<file path="src/rtl/busq_pkg.sv">
package busq_pkg;
    typedef enum logic [1:0] {
        SQ_IDLE     = 2'd0,
        SQ_WAIT_BLK = 2'd1,
        SQ_WAIT_NB  = 2'd2
    } sq_state_e;

    parameter int unsigned BQ_ADDR_STEP = 4;
endpackage

</file>
<file path="src/rtl/busq_fifo.sv">
module busq_fifo #(
    parameter int unsigned WIDTH = 32,
    parameter int unsigned DEPTH = 4
) (
    input  logic                           clk,
    input  logic                           rst_n,
    input  logic                           push,
    input  logic [WIDTH-1:0]               din,
    input  logic                           pop,
    output logic [WIDTH-1:0]               dout,
    output logic                           full,
    output logic                           empty,
    output logic [$clog2(DEPTH+1)-1:0]     count
);
    localparam int unsigned PTR_W = (DEPTH > 1) ? $clog2(DEPTH) : 1;
    localparam int unsigned CNT_W = $clog2(DEPTH+1);

    typedef struct packed {
        logic [PTR_W-1:0] wr_ptr;
        logic [PTR_W-1:0] rd_ptr;
        logic [CNT_W-1:0] cnt;
    } fifo_st_t;

    fifo_st_t st_d, st_q;
    logic [WIDTH-1:0] mem_q [DEPTH];
    logic do_push, do_pop;

    assign full    = (st_q.cnt == CNT_W'(DEPTH));
    assign empty   = (st_q.cnt == '0);
    assign count   = st_q.cnt;
    assign dout    = mem_q[st_q.rd_ptr];
    assign do_push = push && !full;
    assign do_pop  = pop && !empty;

    always_comb begin
        st_d = st_q;
        if (do_push) begin
            st_d.wr_ptr = (st_q.wr_ptr == PTR_W'(DEPTH-1)) ? '0 : st_q.wr_ptr + 1'b1;
        end
        if (do_pop) begin
            st_d.rd_ptr = (st_q.rd_ptr == PTR_W'(DEPTH-1)) ? '0 : st_q.rd_ptr + 1'b1;
        end
        case ({do_push, do_pop})
            2'b10:   st_d.cnt = st_q.cnt + 1'b1;
            2'b01:   st_d.cnt = st_q.cnt - 1'b1;
            default: st_d.cnt = st_q.cnt;
        endcase
    end

    always_ff @(posedge clk) begin
        if (!rst_n) st_q <= '0;
        else        st_q <= st_d;
    end

    always_ff @(posedge clk) begin
        if (do_push) mem_q[st_q.wr_ptr] <= din;
    end

    AST_FIFO_LEVEL_BOUND: assert property (@(posedge clk) disable iff (!rst_n)
        count <= CNT_W'(DEPTH));
    AST_FIFO_FULL_HOLDS: assert property (@(posedge clk) disable iff (!rst_n)
        full && !pop |=> full);
endmodule

</file>
<file path="src/rtl/busq_seq.sv">
module busq_seq
    import busq_pkg::*;
#(
    parameter int unsigned ADDR_W = 32,
    parameter int unsigned DATA_W = 32,
    parameter int unsigned CNT_W  = 16
) (
    input  logic              clk,
    input  logic              rst_n,
    input  logic              wf_empty,
    input  logic [ADDR_W-1:0] wf_addr,
    input  logic [DATA_W-1:0] wf_data,
    output logic              wf_pop,
    input  logic              brd_req,
    input  logic [ADDR_W-1:0] brd_addr,
    output logic              brd_done,
    input  logic              nb_start,
    input  logic [ADDR_W-1:0] nb_addr,
    input  logic [CNT_W-1:0]  nb_count,
    input  logic              rf_full,
    output logic              rf_push,
    output logic              cmd_valid,
    input  logic              cmd_ready,
    output logic              cmd_write,
    output logic [ADDR_W-1:0] cmd_addr,
    output logic [DATA_W-1:0] cmd_wdata,
    input  logic              rsp_valid
);
    typedef struct packed {
        sq_state_e         state;
        logic [ADDR_W-1:0] nb_addr;
        logic [CNT_W-1:0]  nb_left;
    } seq_st_t;

    seq_st_t st_d, st_q;
    logic idle, pick_wr, pick_brd, pick_nb, fire;

    always_comb begin
        idle      = (st_q.state == SQ_IDLE);
        pick_wr   = idle && !wf_empty;
        pick_brd  = idle && wf_empty && brd_req;
        pick_nb   = idle && wf_empty && !brd_req && (st_q.nb_left != '0) && !rf_full;
        cmd_valid = pick_wr || pick_brd || pick_nb;
        cmd_write = pick_wr;
        cmd_addr  = pick_wr ? wf_addr : (pick_brd ? brd_addr : st_q.nb_addr);
        cmd_wdata = wf_data;
        fire      = cmd_valid && cmd_ready;
        wf_pop    = fire && pick_wr;
        brd_done  = (st_q.state == SQ_WAIT_BLK) && rsp_valid;
        rf_push   = (st_q.state == SQ_WAIT_NB) && rsp_valid;

        st_d = st_q;
        case (st_q.state)
            SQ_IDLE: begin
                if (fire && pick_brd) begin
                    st_d.state = SQ_WAIT_BLK;
                end else if (fire && pick_nb) begin
                    st_d.state   = SQ_WAIT_NB;
                    st_d.nb_addr = st_q.nb_addr + ADDR_W'(BQ_ADDR_STEP);
                    st_d.nb_left = st_q.nb_left - 1'b1;
                end
            end
            SQ_WAIT_BLK, SQ_WAIT_NB: begin
                if (rsp_valid) st_d.state = SQ_IDLE;
            end
            default: st_d.state = SQ_IDLE;
        endcase
        if (nb_start) begin
            st_d.nb_addr = nb_addr;
            st_d.nb_left = nb_count;
        end
    end

    always_ff @(posedge clk) begin
        if (!rst_n) st_q <= '{state: SQ_IDLE, nb_addr: '0, nb_left: '0};
        else        st_q <= st_d;
    end

    AST_READ_AFTER_DRAIN: assert property (@(posedge clk) disable iff (!rst_n)
        cmd_valid && !cmd_write |-> wf_empty);
    AST_ONE_IN_FLIGHT: assert property (@(posedge clk) disable iff (!rst_n)
        cmd_valid && cmd_ready && !cmd_write |=> !cmd_valid);
    AST_NO_RF_OVERFLOW: assert property (@(posedge clk) disable iff (!rst_n)
        rf_push |-> !rf_full);
endmodule

</file>
<file path="src/rtl/busq_front.sv">
module busq_front
    import busq_pkg::*;
#(
    parameter int unsigned ADDR_W   = 32,
    parameter int unsigned DATA_W   = 32,
    parameter int unsigned WF_DEPTH = 4,
    parameter int unsigned RF_DEPTH = 8,
    parameter int unsigned CNT_W    = 16
) (
    input  logic                            clk,
    input  logic                            rst_n,
    input  logic                            cpu_wr_valid,
    input  logic [ADDR_W-1:0]               cpu_wr_addr,
    input  logic [DATA_W-1:0]               cpu_wr_data,
    output logic                            cpu_wr_ready,
    input  logic                            cpu_brd_req,
    input  logic [ADDR_W-1:0]               cpu_brd_addr,
    output logic                            cpu_brd_done,
    output logic [DATA_W-1:0]               cpu_brd_data,
    input  logic                            nb_start,
    input  logic [ADDR_W-1:0]               nb_addr,
    input  logic [CNT_W-1:0]                nb_count,
    input  logic                            cfg_thr_we,
    input  logic [$clog2(RF_DEPTH+1)-1:0]   cfg_thr_val,
    input  logic                            rf_pop,
    output logic [DATA_W-1:0]               rf_data,
    output logic [$clog2(RF_DEPTH+1)-1:0]   rf_count,
    output logic                            wf_full,
    output logic                            wf_empty,
    output logic                            dma_rd_req,
    output logic                            dma_wr_req,
    output logic                            bus_cmd_valid,
    input  logic                            bus_cmd_ready,
    output logic                            bus_cmd_write,
    output logic [ADDR_W-1:0]               bus_cmd_addr,
    output logic [DATA_W-1:0]               bus_cmd_wdata,
    input  logic                            bus_rsp_valid,
    input  logic [DATA_W-1:0]               bus_rsp_data
);
    localparam int unsigned RC_W  = $clog2(RF_DEPTH+1);
    localparam int unsigned WC_W  = $clog2(WF_DEPTH+1);
    localparam int unsigned WE_W  = ADDR_W + DATA_W;

    typedef struct packed {
        logic [RC_W-1:0] thr;
    } top_st_t;

    top_st_t st_d, st_q;

    logic [WE_W-1:0] wf_head;
    logic [WC_W-1:0] wf_count;
    logic            wf_pop, rf_push, rf_full, rf_empty;

    busq_fifo #(.WIDTH(WE_W), .DEPTH(WF_DEPTH)) u_wfifo (
        .clk   (clk),
        .rst_n (rst_n),
        .push  (cpu_wr_valid),
        .din   ({cpu_wr_addr, cpu_wr_data}),
        .pop   (wf_pop),
        .dout  (wf_head),
        .full  (wf_full),
        .empty (wf_empty),
        .count (wf_count)
    );

    busq_fifo #(.WIDTH(DATA_W), .DEPTH(RF_DEPTH)) u_rfifo (
        .clk   (clk),
        .rst_n (rst_n),
        .push  (rf_push),
        .din   (bus_rsp_data),
        .pop   (rf_pop),
        .dout  (rf_data),
        .full  (rf_full),
        .empty (rf_empty),
        .count (rf_count)
    );

    busq_seq #(.ADDR_W(ADDR_W), .DATA_W(DATA_W), .CNT_W(CNT_W)) u_seq (
        .clk       (clk),
        .rst_n     (rst_n),
        .wf_empty  (wf_empty),
        .wf_addr   (wf_head[WE_W-1:DATA_W]),
        .wf_data   (wf_head[DATA_W-1:0]),
        .wf_pop    (wf_pop),
        .brd_req   (cpu_brd_req),
        .brd_addr  (cpu_brd_addr),
        .brd_done  (cpu_brd_done),
        .nb_start  (nb_start),
        .nb_addr   (nb_addr),
        .nb_count  (nb_count),
        .rf_full   (rf_full),
        .rf_push   (rf_push),
        .cmd_valid (bus_cmd_valid),
        .cmd_ready (bus_cmd_ready),
        .cmd_write (bus_cmd_write),
        .cmd_addr  (bus_cmd_addr),
        .cmd_wdata (bus_cmd_wdata),
        .rsp_valid (bus_rsp_valid)
    );

    always_comb begin
        st_d = st_q;
        if (cfg_thr_we && (cfg_thr_val <= RC_W'(RF_DEPTH))) begin
            st_d.thr = cfg_thr_val;
        end
        cpu_wr_ready = !wf_full;
        cpu_brd_data = bus_rsp_data;
        dma_wr_req   = wf_empty;
        dma_rd_req   = (st_q.thr != '0) && (rf_count >= st_q.thr);
    end

    always_ff @(posedge clk) begin
        if (!rst_n) st_q <= '0;
        else        st_q <= st_d;
    end

    AST_THR_IN_RANGE: assert property (@(posedge clk) disable iff (!rst_n)
        st_q.thr <= RC_W'(RF_DEPTH));
    AST_WRITE_LANDS: assert property (@(posedge clk) disable iff (!rst_n)
        cpu_wr_valid && (wf_count < WC_W'(WF_DEPTH)) |=> (wf_count != '0));
    AST_RSP_NEEDS_ROOM: assert property (@(posedge clk) disable iff (!rst_n)
        rf_push |-> !rf_full || rf_empty);
endmodule

</file>
<file path="config.mk">
export PLATFORM = sky130hd
export DESIGN_NAME = busq_front
export DESIGN_NICKNAME = d
export VERILOG_FILES = /design/src/rtl/busq_pkg.sv /design/src/rtl/busq_fifo.sv /design/src/rtl/busq_seq.sv /design/src/rtl/busq_front.sv
export SDC_FILE = /design/constraint.sdc
export NUM_CORES = 1
export LEC_CHECK = 0
export BUFFER_PORTS_ARGS = -buffer_cell sky130_fd_sc_hd__buf_2
export CORE_MARGIN = 4
export CORE_UTILIZATION = 45
export CTS_CLUSTER_DIAMETER = 60
export DETAILED_ROUTE_END_ITERATION = 6
export SLEW_MARGIN = 25
export SYNTH_ARGS = -nofsm -noshare
export SYNTH_HDL_FRONTEND = slang
export SYNTH_SLANG_ARGS = --single-unit
</file>
<file path="constraint.sdc">
create_clock -name clk -period 6.9 [get_ports clk]
set_clock_uncertainty 0.05 [all_clocks]
set_input_delay 0.345 -clock clk [delete_from_list [all_inputs] [get_ports clk]]
set_output_delay 0.345 -clock clk [all_outputs]
set_load 0.02 [all_outputs]
</file>
==> metrics.md, run 1 <==
| Metric | Value |
|---|---|
| Run status | `finished clean` |
| Initial Util | `0.457` |
| Antenna violations before repair | `16` |
| Count of hold-fix buffers inserted at cts | `approximately 120` |
| Total Routing Usage GR | `0.201` |
| Number of cells produced by synthesis | `1366` |
| Number of setup buffers added after CTS | `0` |
| Synthesis-stage register bit count | `588` |
| Area taken by flip-flops and latches | `16900 sq um` |
| Number of global-route vias before repair | `14400` |
| Standard-cell rows | `84` |
| Count of nets after finishing | `2009` |
| Maximum capacitance violations | `0` |
| Area occupied by multi-input gates | `6670 sq um` |
| Library cell contributing the largest single delay on the critical path | `dfxtp_4` |
| Final period util | `0.512` |
| Overall power of the completed layout | `9.87 mW` |
| Top cell type's share of synthesized area | `0.636` |
| Arrival time at the worst endpoint | `3140 ps` |
| Worst slack at placement | `3840 ps` |
| Top layer used by detailed routing | `met5` |
| Worst hold start | `bus_rsp_data[26]` |
| Count of warnings emitted by yosys | `0` |
| Worst reg2reg path startpoint | `u_rfifo.count[1]` |
| Cell leakage power | `10.1 nW` |
| Routed wl met3 | `4350 um` |
| Final std cells w/o fill | `2546` |
| Maximum root-to-sink buffer count | `3` |
| Leftover overflow at the end of global routing | `0` |
| ANT nets after route | `0` |
| Routed length on met2 | `roughly 28000 um` |
| Count of filler cells inserted in the layout | `4121` |
| Number of buffers added by the clock tree synthesis step | `66` |
| Number of max-slew violations in the final report | `0` |
| Layout cells sized above 1 | `0.352` |
| Placeable core region | `52900 sq um` |
| Die outline area | `57500 sq um` |
| Die height | `around 240 um` |
| Worst slew margin relative to its limit | `0.322` |
| Clock tree sinks | `588` |
| Via count | `around 14000` |
| Category of the critical setup timing path | `reg2out` |
| Width of the die | `240 um` |
| R2R cell count | `9` |
| Worst Path Required | `6500 ps` |
| Final Wtd Congestion | `0.778` |
| Clock-pin transition on the worst setup and hold timing paths | `60 ps` |
| Number of stages on the worst hold path | `1` |
| Worst vdd rail ir drop | `0.301 mV` |
| Util after Layout | `0.562` |
| Clock H-tree levels | `3` |
| Post-cts resize count | `0` |
| Setup TNS | `0 ps` |
| Largest net degree at the start of global routing | `76` |
| Count of pins on the block boundary | `329` |
| Syn Nets | `1579` |
| Power per Cell Area | `332 nW/um^2` |
| Placed Instances | `2294` |
| Number of I/O port buffers | `roughly 330` |
| DRT Pass-1 Iters | `6` |
| Count of unique library cells instantiated by Yosys | `66` |
| Most used flip-flop cell after synthesis | `edfxtp_1` |
| End of the worst register-to-register path | `u_rfifo.count[3]` |
| Worst Setup Slack, final | `3370 ps` |
| Hold Fails Final Rpt | `0` |
| CP endpoint kind | `output port` |
| Wirelength per Cell | `22.7 um` |
| EDFF count, synth | `about 510` |
| Hold worst-path end | `u_rfifo.mem_q[0][26]` |
| Post-detail-place hpwl | `35500 um` |
| Hold crit path type | `in2reg` |
| Wire length of the first global-routing pass | `87200 um` |
| First DRT Iteration DRCs | `887` |
| Post-layout minimum cycle time | `3530 ps` |
| Final setup fails | `0` |
| Sequential-to-total area share from yosys stat | `0.699` |
| Largest fanout on the critical path | `33` |
| Fmax | `283 MHz` |
| Async SR Flop Fraction | `0` |
| Cell area after synthesis | `roughly 24000 sq um` |
| Clock insertion delay at the later pin of the skew report | `between 500 and 600 ps` |
| Area added between synthesis and finish | `22.8%` |
| Unrepaired setup endpoints after global routing | `false` |
| Transition time of the tightest slew-check pin | `a little over 1000 ps` |
| Largest stage delay, worst path | `~790 ps` |
| Total routed wirelength | `just under 60000 um` |
| Kind of start point of the critical path | `flop` |
| Cell types with the largest area share after synthesis | `edfxtp_1 (64%), mux4_2 (12%), dfxtp_1 (6.3%), mux2i_1 (1.7%), o21ai_0 (1.7%)` |
| List of cells traversed by the critical path | `buf_4 > mux4_2 > nand2_1 > o21ai_0 > buf_2` |
| Metal-1 WL | `23800 um` |
| Clock tree from TritonCTS | `built` |
| Via-per-instance ratio | `5.47` |
| Clk root buf | `clkbuf_16` |
| Cell taking the most area after synthesis | `edfxtp_1` |
| Syn_area_per_cell | `17.7 sq um` |
| Remaining DRCs | `0` |
| Setup slack, reg-to-reg | `3940 ps` |
[flip-flops by register name, summed over array words and instances (netlist names), named ones only]
signal,cells
u_seq.st_q,50
u_wfifo.st_q,4
u_rfifo.st_q,6
st_q,4
u_wfifo.mem_q,256
u_rfifo.count,4
u_rfifo.mem_q,256
u_wfifo.count,3
[critical path, delay by kind of cell (launching register included)]
kind | cells | cell delay, ps
buf+inv | 2 | 880
flops | 1 | 790
mux | 1 | 660
simple gates | 1 | 100
compound gates | 1 | 90
[cells in the final DEF, fill, tap and decap left out, types with 14 or more instances in the layout]
cell type / count
ha_1: 22
mux2_2: 32
buf_4: 21
nor2b_1: 14
a21oi_1: 25
o21ai_0: 80
xnor2_1: 22
buf_2: 328
nand3_1: 15
nand2_1: 59
inv_1: 23
dfxtp_1: 71
mux2i_1: 42
dlygate4sd3_1: 122
mux4_2: 128
clkbuf_16: 68
a31oi_1: 15
edfxtp_1: 512
[per-stage QoR]
stage | area, sq um | hold WS, ps
2_1_floorplan | 24200 | 394
3_3_place_gp | 26300 | 421
3_5_place_dp | 26300 | 427
4_1_cts | 29700 | 1.43
5_1_grt | 29700 | 19.4
6_report | 29700 | 30.1
[layout make-up]
| type | instances | share of cell area |
|---|---|---|
| Clock buffer | 82 | 0.0594 |
| Clock inverter | 38 | 0.0118 |
| Timing Repair Buffer | 471 | 0.102 |
| Multi-Input combinational cell | 644 | 0.225 |
| Antenna cell | 10 | 0.000843 |
| Tap cell | 688 | 0.0290 |
| Sequential cell | 588 | 0.570 |
| Inverter | 25 | 0.00316 |
[report_power, final]
group,leakage [nW],internal [mW],total [mW],switching [mW]
combinational,3.81,0.916,2.22,1.30
sequential,5.28,4.08,4.25,0.171
clock,1.04,2.02,3.40,1.39
total,10.1,7.01,9.87,2.86
[synthesized netlist by cell type, types with 4 or more instances]
cell type  instances
mux4_2           128
a21oi_1           26
dfxtp_1           76
a31oi_1           15
and4_1             6
nand2b_1          10
or3_1             10
or4_1              9
nor3_1            16
o31ai_1            9
a2111oi_0          6
inv_1             24
nand2_1           59
and3_1             9
and2_1             9
xnor2_1           22
a211oi_1           7
clkbuf_1          45
nor2_1            11
edfxtp_1         512
mux2_2            32
a2111oi_2          4
nor2b_1           14
o21ai_0           80
or2_2              4
a21o_1             4
a21boi_0          11
mux2i_1           42
buf_1              5
buf_4             39
nand4_1            9
nand3_1           15
buf_2             18
o311a_1            4
nor4_1             6
ha_1              22
[routing by layer]
metal / up-vias / GRT usage
li1: 6327 / -
met1: 7081 / 0.263
met2: 415 / 0.328
met3: 91 / 0.0599
met4: 16 / 0.0621
met5: - / 0
[cells by family (layout without fill, tap and decap cells)]
kind of cell | after synthesis | after routing | synth area share
buf+inv | 134 | 616 | 0.0286
xor+xnor | 25 | 25 | 0.00906
simple gates | 212 | 212 | 0.0515
compound gates | 181 | 181 | 0.0476
flops | 588 | 588 | 0.699
mux | 202 | 202 | 0.152
other cells | 0 | 10 | 0
fa+ha+maj | 24 | 24 | 0.0130
[worst max path at each step]
stage	start	endpoint	slack [ps]	cells after the start
floorplan	u_rfifo.count[1]	u_rfifo.mem_q[0][0]	2210	4
global placement	flop	bus_cmd_addr[18]	3840	5
detailed placement	flop	bus_cmd_addr[17]	3840	5
CTS	flop	bus_cmd_addr[17]	3180	5
global route	flop	bus_cmd_addr[16]	3040	5
finish	flop	bus_cmd_addr[16]	3370	5
Power figures use the tool's default switching activity.
==> inputs of run 2 (changes only) <==
- PLACE_DENSITY: default -> 0.67
- clock period: 6.9 -> 3.15 ns (I/O delays scaled with it)
==> metrics.md, run 2 (synthesis results as in run 1) <==
| Metric | Value |
|---|---|
| Post-layout minimum cycle time | `between 2000 and 3000 ps` |
| Total Routing Usage GR | `0.196` |
| Worst hold start | `nb_start` |
| Arrival time at the worst endpoint | `2740 ps` |
| Kind of cell with the highest combined delay on the critical path | `simple AND/OR/NAND/NOR gates` |
| Layout cells sized above 1 | `0.351` |
| Maximum capacitance violations | `0` |
| Area added between synthesis and finish | `25.3%` |
| Final period util | `0.936` |
| Via-per-instance ratio | `between 5 and 6` |
| Library cell contributing the largest single delay on the critical path | `or4_1` |
| Leading cell types in the layout, fill and taps excluded | `edfxtp_1 (512), buf_2 (328), dlygate4sd3_1 (158), mux4_2 (128), o21ai_0 (80)` |
| Number of buffers added by the clock tree synthesis step | `60` |
| Worst Setup Slack, final | `203 ps` |
| Initial Util | `0.457` |
| Leftover overflow at the end of global routing | `0` |
| List of cells traversed by the critical path | `or4_1 > or2_2 > o31a_1 > o31a_1 > buf_2` |
| Source of the critical timing path | `u_seq.st_q[7]` |
| Final Wtd Congestion | `around 0.82` |
| Kind of start point of the critical path | `flop` |
| Biggest registers after layout | `u_rfifo.mem_q: 256 flops, u_wfifo.mem_q: 256 flops, u_seq.st_q: 50 flops` |
| Width of the die | `roughly 240 um` |
| Unrepaired setup endpoints after global routing | `false` |
| Antenna violations before repair | `11` |
| CP endpoint kind | `output port` |
| Category of the critical setup timing path | `reg2out` |
| Power per Cell Area | `717 nW/um^2` |
| Hold crit path type | `in2reg` |
| Wire length of the first global-routing pass | `between 80000 and 90000 um` |
| Hold Fails Final Rpt | `0` |
| Worst Path Required | `2940 ps` |
| Bufs and invs on worst path | `1` |
| Cell leakage power | `10.4 nW` |
| Clock tree from TritonCTS | `built` |
| Largest fanout on the critical path | `7` |
| Number of global-route vias before repair | `14800` |
| Clock insertion delay at the later pin of the skew report | `620 ps` |
| Largest net degree at the start of global routing | `67` |
| Clock tree sinks | `roughly 590` |
| Via count | `between 10000 and 15000` |
| Die outline area | `57500 sq um` |
| Clk root buf | `clkbuf_16` |
| Largest stage delay, worst path | `710 ps` |
| Most frequent CP cell | `o31a_1` |
| Placeable core region | `roughly 53000 sq um` |
| Clock-pin transition on the worst setup and hold timing paths | `60 ps` |
| Worst slew margin relative to its limit | `0.332` |
| Util after Layout | `0.573` |
| Transition time of the tightest slew-check pin | `1000 ps` |
| DRT Pass-1 Iters | `6` |
| Wirelength per Cell | `between 20 and 25 um` |
| Number of I/O port buffers | `328` |
| Count of nets after finishing | `2059` |
| Setup TNS | `0 ps` |
| Standard-cell rows | `84` |
| Worst reg2reg path startpoint | `u_seq.st_q[3]` |
| Final setup fails | `0` |
| ANT nets after route | `0` |
| Most frequent standard cell in the layout excluding fill and tap cells | `edfxtp_1` |
| Post-detail-place hpwl | `~36000 um` |
| Clock H-tree levels | `2` |
| Fmax | `339 MHz` |
| Number of max-slew violations in the final report | `0` |
| Total routed wirelength | `about 57000 um` |
| Count of pins on the block boundary | `329` |
| Worst vdd rail ir drop | `0.602 mV` |
| Run status | `finished clean` |
| Remaining DRCs | `0` |
| Worst slack at placement | `about 430 ps` |
| Maximum root-to-sink buffer count | `3` |
| Die height | `240 um` |
| First DRT Iteration DRCs | `871` |
run 2: changes by cell type in the layout (fill, tap and decap cells not counted), moves of 3 or more:
cell           change
clkbuf_1           -4
buf_12            +11
dlygate4sd3_1     +36
buf_4              +8
clkbuf_16          -7
bufinv_16          +5
and3_2             +3
clkinv_2           -3
and3_4             -3
run 2: final cells by class:
class	count	area, sq um
inverters	25	93.8
flip-flops and latches	588	16900
diodes	8	20.0
multi-input cells	644	6670
clock buffers	72	1590
repair buffers	527	3670
clock inverters	40	479
well taps	688	861
fillers	4038	22600
run 2: path summary, 6_finish.rpt:
check                                 endpoint  slack, ps  cells past startpoint
worst min register to register            flop        450                      2
worst max-delay path             bus_cmd_valid        200                      5
worst min-delay path            u_seq.st_q[15]         80                      4
worst max register to register  u_seq.st_q[48]        230                      6
run 2: what timing repair did:
action / in CTS / in global routing
setup endpoints to repair: 0 / 7
hold endpoints to repair: 576 / 0
buffers inserted: 0 / 0
hold buffers: 158 / 0
resized for setup: 0 / 3
run 2: layer usage:
metal / part of all wire / global-route usage
met4: 0.024 / 0.0577
met5: 0.00070 / 0
met2: 0.50 / 0.331
met1: 0.41 / 0.261
met3: 0.067 / 0.0398
run 2: through the flow:
stage	area, sq um	instances	hold WS (ps)	total power, mW
floorplan	24200	1366	206	12.7
global placement	26600	2314	318	14.3
detailed placement	26600	2314	325	14.4
CTS	30300	2584	26.0	21.9
global route	30300	2590	80.5	22.7
finish	30300	2592	76.9	21.7
run 2: report_power, final:
part | leakage [nW] | switching, mW | internal [mW]
registers | 5.28 | 0.269 | 8.93
logic | 4.09 | 2.98 | 2.18
clock network | 1.01 | 2.95 | 4.42
run 2: tightest hold or removal path, cell delays in order:
cell	delay (ps)
buf_2	120
buf_4	240
nand3_1	100
o21ai_0	70
